==> src/rtl/ebc_pkg.sv <==
package ebc_pkg;
  localparam int WAIT_W = 3;
  localparam int FLT_W  = 3;
  localparam int CFG_W  = FLT_W + 1 + WAIT_W + 1;
  localparam int HALF_W = WAIT_W + 2;   // edges until strobe release
  localparam int FCNT_W = FLT_W + 2;    // float count in half-periods

  typedef struct packed {
    logic [FLT_W-1:0]  flt;
    logic              early;
    logic [WAIT_W-1:0] waits;
    logic              wide;
  } csCfg_t;

  typedef struct packed {
    logic latch;    // take request, drive select/address/data
    logic finish;   // release select and data drive
    logic capture;  // sample read data
  } dpCtrl_t;

  typedef enum logic [1:0] {S_IDLE, S_SETUP, S_STROBE, S_HOLD} busState_t;
endpackage

==> src/rtl/ebc_ctrl.sv <==
module ebc_ctrl
  import ebc_pkg::*;
(
  input  logic              clk,
  input  logic              rstN,
  input  logic              reqValid,
  input  logic              reqWrite,
  input  logic [WAIT_W-1:0] selWaits,
  input  logic              selEarly,
  input  logic [FLT_W-1:0]  selFlt,
  input  logic              extNwait,
  output logic              reqReady,
  output logic              extMck,
  output logic              extNrd,
  output logic              extNwr,
  output dpCtrl_t           dpCtl
);
  busState_t         state;
  logic              phase;
  logic [HALF_W-1:0] halfLeft;
  logic              isRead;
  logic [WAIT_W-1:0] waitsR;
  logic [FLT_W-1:0]  fltR;
  logic [FCNT_W-1:0] floatCnt;

  logic              accept, stallNow, releaseNow;
  logic [HALF_W-1:0] wrHalves, rdHalves, earlyHalves;
  logic [FCNT_W-1:0] floatLoad;

  // phase==0 means the coming edge raises the bus clock
  assign stallNow   = !phase && !extNwait;
  assign reqReady   = (state == S_IDLE) && (floatCnt == '0) && phase;
  assign accept     = reqValid && reqReady;
  assign releaseNow = (state == S_STROBE) && !stallNow && (halfLeft == HALF_W'(1));
  assign extMck     = phase;

  assign wrHalves    = (waitsR == '0) ? HALF_W'(1) : HALF_W'({waitsR, 1'b0});
  assign rdHalves    = HALF_W'({waitsR, 1'b0}) + HALF_W'(1);
  assign earlyHalves = HALF_W'({selWaits, 1'b0}) + HALF_W'(2);
  assign floatLoad   = (FCNT_W'(fltR) + FCNT_W'(waitsR == '0)) << 1;

  assign dpCtl.latch   = accept;
  assign dpCtl.finish  = (state == S_HOLD);
  assign dpCtl.capture = releaseNow && isRead;

  always_ff @(posedge clk or negedge rstN) begin
    if (!rstN) begin
      state    <= S_IDLE;
      phase    <= 1'b0;
      halfLeft <= '0;
      isRead   <= 1'b0;
      waitsR   <= '0;
      fltR     <= '0;
      floatCnt <= '0;
      extNrd   <= 1'b1;
      extNwr   <= 1'b1;
    end else begin
      phase <= ~phase;
      if (floatCnt != '0) floatCnt <= floatCnt - FCNT_W'(1);
      unique case (state)
        S_IDLE: if (accept) begin
          isRead <= !reqWrite;
          waitsR <= selWaits;
          fltR   <= selFlt;
          if (!reqWrite && selEarly) begin
            extNrd   <= 1'b0;
            halfLeft <= earlyHalves;
            state    <= S_STROBE;
          end else begin
            state <= S_SETUP;
          end
        end
        S_SETUP: begin
          state <= S_STROBE;
          if (isRead) begin
            extNrd   <= 1'b0;
            halfLeft <= rdHalves;
          end else begin
            extNwr   <= 1'b0;
            halfLeft <= wrHalves;
          end
        end
        S_STROBE: begin
          if (stallNow) halfLeft <= halfLeft + HALF_W'(1);
          else if (releaseNow) begin
            extNrd <= 1'b1;
            extNwr <= 1'b1;
            state  <= S_HOLD;
          end else halfLeft <= halfLeft - HALF_W'(1);
        end
        S_HOLD: begin
          state    <= S_IDLE;
          floatCnt <= isRead ? floatLoad : '0;
        end
        default: state <= S_IDLE;
      endcase
    end
  end
endmodule

==> src/rtl/ebc_datapath.sv <==
module ebc_datapath
  import ebc_pkg::*;
#(
  parameter int NUM_CS = 8,
  parameter int SEL_W  = 3,
  parameter int EXT_AW = 23,
  parameter int DATA_W = 16
) (
  input  logic              clk,
  input  logic              rstN,
  input  dpCtrl_t           dpCtl,
  input  logic [SEL_W-1:0]  reqSel,
  input  logic [EXT_AW-1:0] reqOff,
  input  logic [DATA_W-1:0] reqWdata,
  input  logic [1:0]        reqBe,
  input  logic              reqWrite,
  input  logic              selWide,
  input  logic [DATA_W-1:0] extDataIn,
  output logic [NUM_CS-1:0] extNcs,
  output logic [EXT_AW-1:0] extAddr,
  output logic              extNlbA0,
  output logic              extNub,
  output logic [DATA_W-1:0] extDataOut,
  output logic              extDataOe,
  output logic              rspValid,
  output logic [DATA_W-1:0] rspRdata
);
  localparam int LANE_W = DATA_W / 2;

  logic [NUM_CS-1:0] csOnehot;
  logic [LANE_W-1:0] wrByte;
  logic              wideR;

  always_comb begin
    for (int k = 0; k < NUM_CS; k++) csOnehot[k] = (reqSel == SEL_W'(k));
  end

  assign wrByte = reqBe[0] ? reqWdata[LANE_W-1:0] : reqWdata[DATA_W-1:LANE_W];

  always_ff @(posedge clk or negedge rstN) begin
    if (!rstN) begin
      extNcs     <= '1;
      extAddr    <= '0;
      extNlbA0   <= 1'b1;
      extNub     <= 1'b1;
      extDataOut <= '0;
      extDataOe  <= 1'b0;
      wideR      <= 1'b0;
      rspValid   <= 1'b0;
      rspRdata   <= '0;
    end else begin
      rspValid <= dpCtl.capture;
      if (dpCtl.capture)
        rspRdata <= wideR ? extDataIn : {2{extDataIn[LANE_W-1:0]}};
      if (dpCtl.latch) begin
        extNcs     <= ~csOnehot;
        extAddr    <= reqOff;
        wideR      <= selWide;
        extNlbA0   <= ~reqBe[0];
        extNub     <= selWide ? ~reqBe[1] : 1'b1;
        extDataOut <= selWide ? reqWdata : {2{wrByte}};
        extDataOe  <= reqWrite;
      end else if (dpCtl.finish) begin
        extNcs    <= '1;
        extDataOe <= 1'b0;
      end
    end
  end
endmodule

==> src/rtl/ebc_top.sv <==
module ebc_top
  import ebc_pkg::*;
#(
  parameter int NUM_CS = 8,
  parameter int ADDR_W = 26,
  parameter int DATA_W = 16
) (
  input  logic                    clk,
  input  logic                    rstN,
  input  logic [NUM_CS*CFG_W-1:0] cfgTable,
  input  logic                    reqValid,
  output logic                    reqReady,
  input  logic                    reqWrite,
  input  logic [ADDR_W-1:0]       reqAddr,
  input  logic [DATA_W-1:0]       reqWdata,
  input  logic [1:0]              reqBe,
  output logic                    rspValid,
  output logic [DATA_W-1:0]       rspRdata,
  output logic                    extMck,
  output logic [NUM_CS-1:0]       extNcs,
  output logic [ADDR_W-$clog2(NUM_CS)-1:0] extAddr,
  output logic                    extNlbA0,
  output logic                    extNub,
  output logic                    extNrd,
  output logic                    extNwr,
  output logic [DATA_W-1:0]       extDataOut,
  output logic                    extDataOe,
  input  logic [DATA_W-1:0]       extDataIn,
  input  logic                    extNwait
);
  localparam int SEL_W  = $clog2(NUM_CS);
  localparam int EXT_AW = ADDR_W - SEL_W;

  logic [SEL_W-1:0] sel;
  csCfg_t           selCfg;
  dpCtrl_t          dpCtl;

  assign sel    = reqAddr[ADDR_W-1 -: SEL_W];
  assign selCfg = csCfg_t'(cfgTable[sel*CFG_W +: CFG_W]);

  ebc_ctrl u_ctrl (
    .clk(clk), .rstN(rstN), .reqValid(reqValid), .reqWrite(reqWrite),
    .selWaits(selCfg.waits), .selEarly(selCfg.early), .selFlt(selCfg.flt),
    .extNwait(extNwait), .reqReady(reqReady), .extMck(extMck),
    .extNrd(extNrd), .extNwr(extNwr), .dpCtl(dpCtl)
  );

  ebc_datapath #(.NUM_CS(NUM_CS), .SEL_W(SEL_W), .EXT_AW(EXT_AW), .DATA_W(DATA_W)) u_dp (
    .clk(clk), .rstN(rstN), .dpCtl(dpCtl), .reqSel(sel),
    .reqOff(reqAddr[EXT_AW-1:0]), .reqWdata(reqWdata), .reqBe(reqBe),
    .reqWrite(reqWrite), .selWide(selCfg.wide), .extDataIn(extDataIn),
    .extNcs(extNcs), .extAddr(extAddr), .extNlbA0(extNlbA0), .extNub(extNub),
    .extDataOut(extDataOut), .extDataOe(extDataOe),
    .rspValid(rspValid), .rspRdata(rspRdata)
  );
endmodule

==> config.mk <==
export PLATFORM = sky130hd
export DESIGN_NAME = ebc_top
export DESIGN_NICKNAME = d
export VERILOG_FILES = /design/src/rtl/ebc_pkg.sv /design/src/rtl/ebc_ctrl.sv /design/src/rtl/ebc_datapath.sv /design/src/rtl/ebc_top.sv
export SDC_FILE = /design/constraint.sdc
export NUM_CORES = 1
export LEC_CHECK = 0
export ABC_AREA = 1
export ABC_CLOCK_PERIOD_IN_PS = 4400
export CAP_MARGIN = 20
export CORE_MARGIN = 1
export CORE_UTILIZATION = 38
export CTS_BUF_LIST = sky130_fd_sc_hd__clkbuf_4 sky130_fd_sc_hd__clkbuf_8
export DETAILED_ROUTE_END_ITERATION = 10
export HOLD_SLACK_MARGIN = 0.02
export PLACE_DENSITY_LB_ADDON = 0.2
export SETUP_SLACK_MARGIN = 0.3
export SLEW_MARGIN = 25
export SYNTH_ARGS = -nofsm -noshare
export SYNTH_HDL_FRONTEND = slang
export SYNTH_SLANG_ARGS = --single-unit
==> constraint.sdc <==
create_clock -name clk -period 4.4 [get_ports clk]
set_clock_uncertainty 0.2 [all_clocks]
set_input_delay 0.88 -clock clk [delete_from_list [all_inputs] [get_ports clk]]
set_output_delay 0.88 -clock clk [all_outputs]
set_load 0.1 [all_outputs]
# [Yosys cells after proc, flatten, opt, wreduce, memory -nomap -nowiden]
# Cells that the tools add are included.
[classes] addsub=6 n_eq_ne=18 shifts=1 mux=31 n_bitwise=4 reduce_logical=26
[ops] op="64-bit by 7-bit variable part select with 8-bit output" count=1
[ops] op="5-bit 2-to-1 mux" count=8
[ops] op="16-bit 2-to-1 mux" count=2
[ops] op="8-bit 2-to-1 mux" count=3
[ops] op="5-bit case mux with 3 select lines" count=1
[ops] op="3-bit equality test, second input constant" count=4
[ops] op="5-bit by 1-bit subtractor with 5-bit output, second input constant" count=2
[ops] op="1-bit 2-to-1 mux" count=9
[ops] op="1-bit logical AND" count=8
[ops] op="2-bit 2-to-1 mux" count=4
[ops] op="8-bit inverter" count=1
[ops] op="2-bit case mux with 4 select lines" count=1
[ops] op="4-bit AND reduction" count=2
[ops] op="3-bit by 2-bit equality test with 1-bit output, second input constant" count=2
[ops] op="3-bit logical NOT" count=2
[ops] op="2-bit by 1-bit inequality test with 1-bit output, second input constant" count=3
[ops] op="2-bit inequality test, second input constant" count=3
[ops] op="6-bit AND reduction" count=1
[ops] op="2-bit nonzero test" count=3
[ops] op="4-bit by 1-bit adder with 5-bit output, second input constant" count=1
[ops] op="4-bit by 2-bit adder with 5-bit output, second input constant" count=1
[ops] op="5-bit by 1-bit adder with 5-bit output, second input constant" count=1
[ops] op="5-bit by 1-bit equality test with 1-bit output, second input constant" count=1
[ops] op="5-bit logical NOT" count=1
[ops] op="other kinds (15)" count=21
[totals] reg_bits=90 input_bits=129 out_inout_bits=71 wordCells=104

# [Longest topological paths before layout]
[depth] word_depth=8 mapped_depth=16 depth_no_buf=14

# [Hierarchy]
# From an unflattened synthesis, not the netlist that was laid out.
[unflattened] cells_unflattened=815 area_unflattened_um2=5562.8
[modules_own_cells] mod="ebc_datapath" n_inst=1 cells_per_inst=398 area_each_um2=3075.4 seq_area_each_um2=1714.1
[modules_own_cells] mod="ebc_ctrl" n_inst=1 cells_per_inst=203 area_each_um2=1554.0 seq_area_each_um2=553.0
[modules_own_cells] mod="ebc_top" n_inst=1 cells_per_inst=214 area_each_um2=933.4 seq_area_each_um2=0.0

# [Worst setup path before layout]
# Ideal clock, no wire load.
[synth_timing] path_kind="register to output" startpoint="register u_ctrl.phase, in the netlist u_ctrl.extMck" endpoint="output reqReady" arrival_ns=1.726 required_ns=3.320 setup_slack_ns=1.594 path_stages_with_launch=3 path_buffers=0 path_cell_list="dfrtp_1 -> nand2_1 -> nor2_4"
[synth_between] elab_chain_len=1
[synth_lines] item="start: declaration" line="ebc_ctrl.sv:19" text="logic phase;"
[synth_lines] item="start signal: assignment" line="ebc_ctrl.sv:58" text="phase <= ~phase;"
[synth_lines] item="1-bit logical AND" line="ebc_ctrl.sv:32" text="assign reqReady = (state == S_IDLE) && (floatCnt == '0) && phase;"
[synth_lines] item="end: declaration" line="ebc_top.sv:12" text="output logic reqReady,"
# No other way between the ends.

# [Final worst setup path]
[layout_timing] startpoint="register u_dp.extNcs[6]" endpoint="output extNcs[6]"
[layout_rtl] item="start: declaration" line="ebc_datapath.sv:19" text="output logic [NUM_CS-1:0] extNcs,"
[layout_rtl] item="start signal: assignment" line="ebc_datapath.sv:56" text="extNcs <= ~csOnehot;"
[layout_rtl] item="end: declaration" line="ebc_top.sv:20" text="output logic [NUM_CS-1:0] extNcs,"
# No word-level cell between the ends.

==> metrics.txt <==
setup tns final 0 ns; antenna diode count 0; yosys warns 0; Flop pwr share 26.3%; final setup vio count 0; ys flop type dfrtp_1; GPL Wtd Cong 0.9008; Die ar. 0.01337 mm^2; number of nets in the layout 963; r2r endpoint u_ctrl.fltR[1]; Synth Cell Area 0.004906 mm^2; largest cells by area after synthesis dfrtp_1, nand2_1, dfstp_2; clk slew on worst S/H paths 0.09 ns; clock sink count 90; fraction of registers with async set or reset after synthesis 100.0%; crit path DAT 2.07 ns; grt peak-use layer met2; Initial Utilization 38.88%; Seq/Total Area, Yosys 46.21%; Iteration-0 DRC Markers 251; Root Driver clkbuf_8; Crit path depth 1; I/O Buffers 199; largest net degree at the start of global routing 77; Crit. End Element output pin; Non-Filler Instances 999; post-layout min period 3.153 ns; # resized after CTS 0; Hold Crit Depth 2; Post-synth EDFFs 0; Hold EP u_ctrl.extNrd; wire per inst 13.88 um; vias per inst 4.847; Vias 4842; syn_nets 775; critical-path cell list clkdlybuf4s50_1; final count of hold timing violations 0; first-pass GRT wire length 22040 um; HPWL after DPL 10410 um; worst path bufs/invs 1; Fmax 0.3172 GHz; VDD IR-drop max 0.7172 mV; vias in the first global route 4745; Synth top cells by count nand2_1, dfrtp_1, nand3_1; met1 Track Usage GR 25.54%; initial antenna violation count 0; hold path start u_ctrl.extNrd; Core Area 0.01262 mm^2; top-area cell type share of the netlist area 39.79%; power per cell area 734.2 mW/mm^2; crit path launch type register; Critical R2R Launch u_ctrl.state[1]; Comb power frac 62.5%; Die Y 115.6 um; synth unique cells 37; Crit Path Max Fanout 2; Switching Fraction 56.62%; CTS HTree Levels 3; placed instance count 983; first drt pass iteration count 5; post-route clock period utilization 71.65%; layout cells sized above 1 8.102%; WL final 13870 um; cell-internal power 2.290 mW; Sw Pwr 2.989 mW; Seq cells post-synth 90; FF-to-FF path depth 8; GRT overflow 0; Hold Buf Count CTS 0; CP max-delay cell clkdlybuf4s50_1; fin. max-slew vios 0; CTS buffer count 9; Slew headroom 31.95%; worst-margin pin slew 1.018 ns; Clk network pwr share 11.3%; RSZ-0062 raised after global routing no; I/O Pins 200; DRC Markers 0; family with the most delay on the worst path buffers and inverters; TritonCTS clock tree done; post-synth top area cell dfrtp_1; met3 Usage GRT 4.969%; R2R Setup Slk 1.65 ns; worst skew pair latency 0.37 ns; Tot GR Track Use 21.11%; Setup Buffers After CTS 0; worst path required time 3.32 ns; most frequent cell after synthesis nand2_1; Post-DRT Antenna Nets 0; # rows 41; Largest stage delay, worst path 1.16 ns; M2 GR Usage 36.13%; max-cap viol count 0; CTS Buffer Depth 2; Die Width 115.6 um; leakage 3.435 nW; Tightest Hold Check Type reg -> reg; outcome complete, no violations; Post-Syn Area per Cell 7.738 um^2; cells after synthesis 634; Area Growth Syn to Fin 46.54%; Worst Setup Path Type reg -> out
-- how the worst max path moves through the flow --
| stage | start | endpoint | slack [ns] |
|---|---|---|---|
| after global placement | reqValid | u_ctrl.fltR[1] | 1.26 |
| after CTS | u_dp.extNcs[6] | extNcs[6] | 1.21 |
| after detailed placement | reqAddr[23] | u_ctrl.halfLeft[2] | 1.17 |
| final | u_dp.extNcs[6] | extNcs[6] | 1.25 |
| after global routing | u_dp.extNcs[6] | extNcs[6] | 1.17 |
| after floorplan | u_ctrl.extMck | reqReady | 1.59 |
-- cells in the final DEF (no fill, tap or decap), drive strengths merged --
| cell type | n |
|---|---|
| o211ai | 2 |
| a22oi | 1 |
| clkdlybuf4s50 | 197 |
| o21a | 9 |
| nand2 | 277 |
| a21oi | 15 |
| ha | 12 |
| nand3b | 2 |
| nor2 | 46 |
| clkbuf | 11 |
| clkinvlp | 1 |
| bufinv | 1 |
| xor2 | 3 |
| nor3 | 3 |
| a31oi | 4 |
| nand4 | 11 |
| dfrtp | 78 |
| mux2 | 8 |
| buf | 4 |
| clkinv | 2 |
| dfstp | 12 |
| o21bai | 1 |
| a22o | 1 |
| inv | 41 |
| o21ai | 39 |
| nand3 | 46 |
-- cells by family after synthesis --
logic type / share of synthesized area, %
AOI/OAI and AO/OA: 8.263
and+or+nand+nor: 34.02
adders and majority gates: 3.060
buffers and inverters: 6.070
muxes: 1.836
xor gates and xnor gates: 0.5357
DFF: 46.21
-- metrics by stage --
| step | setup WS [ns] | cell area [um^2] | hold slack, ns | total power, mW | util, % |
|---|---|---|---|---|---|
| final | 1.247 | 7189 | 0.2748 | 5.278 | 56.97 |
| after floorplan | 1.594 | 4906 | 0.2555 | 3.843 | - |
| after global placement | 1.255 | 6978 | 0.2574 | 4.642 | 55.29 |
| after detailed placement | 1.172 | 6978 | 0.2567 | 4.698 | 55.29 |
| after global routing | 1.174 | 7189 | 0.3009 | 5.572 | 56.97 |
| after CTS | 1.207 | 7186 | 0.2716 | 5.317 | 56.94 |
-- registers in the layout, indices dropped and copies added, names as in the netlist, 2 cells and up --
signal           cells
u_dp.extDataOut     16
u_ctrl.floatCnt      5
u_dp.extAddr        23
u_dp.rspRdata       16
u_ctrl.state         2
u_ctrl.fltR          3
u_dp.extNcs          8
u_ctrl.halfLeft      5
u_ctrl.waitsR        3
-- power groups by stage --
| stage | Sequential [mW] | Clock (mW) | Combinational (mW) |
|---|---|---|---|
| 2_1_floorplan | 3.00 | 0 | 0.847 |
| 3_3_place_gp | 1.38 | 0 | 3.26 |
| 3_5_place_dp | 1.39 | 0 | 3.31 |
| 4_1_cts | 1.38 | 0.620 | 3.31 |
| 5_1_grt | 1.43 | 0.654 | 3.49 |
| 6_report | 1.39 | 0.595 | 3.30 |
-- layout make-up --
type,count,area [um^2]
fillers,1206,5430
clock buffers,11,145.1
inverters,40,152.6
well taps,172,215.2
repair buffers,201,2006
clock inverters,5,62.56
multi-input cells,480,2341
flip-flops and latches,90,2267
-- metal layers --
layer,up-vias,part of all wire [%]
met5,-,0
met4,0,1.8
met3,22,5.6
met2,126,51
met1,2295,42
li1,2399,-
(Power assumes the default switching activity.)
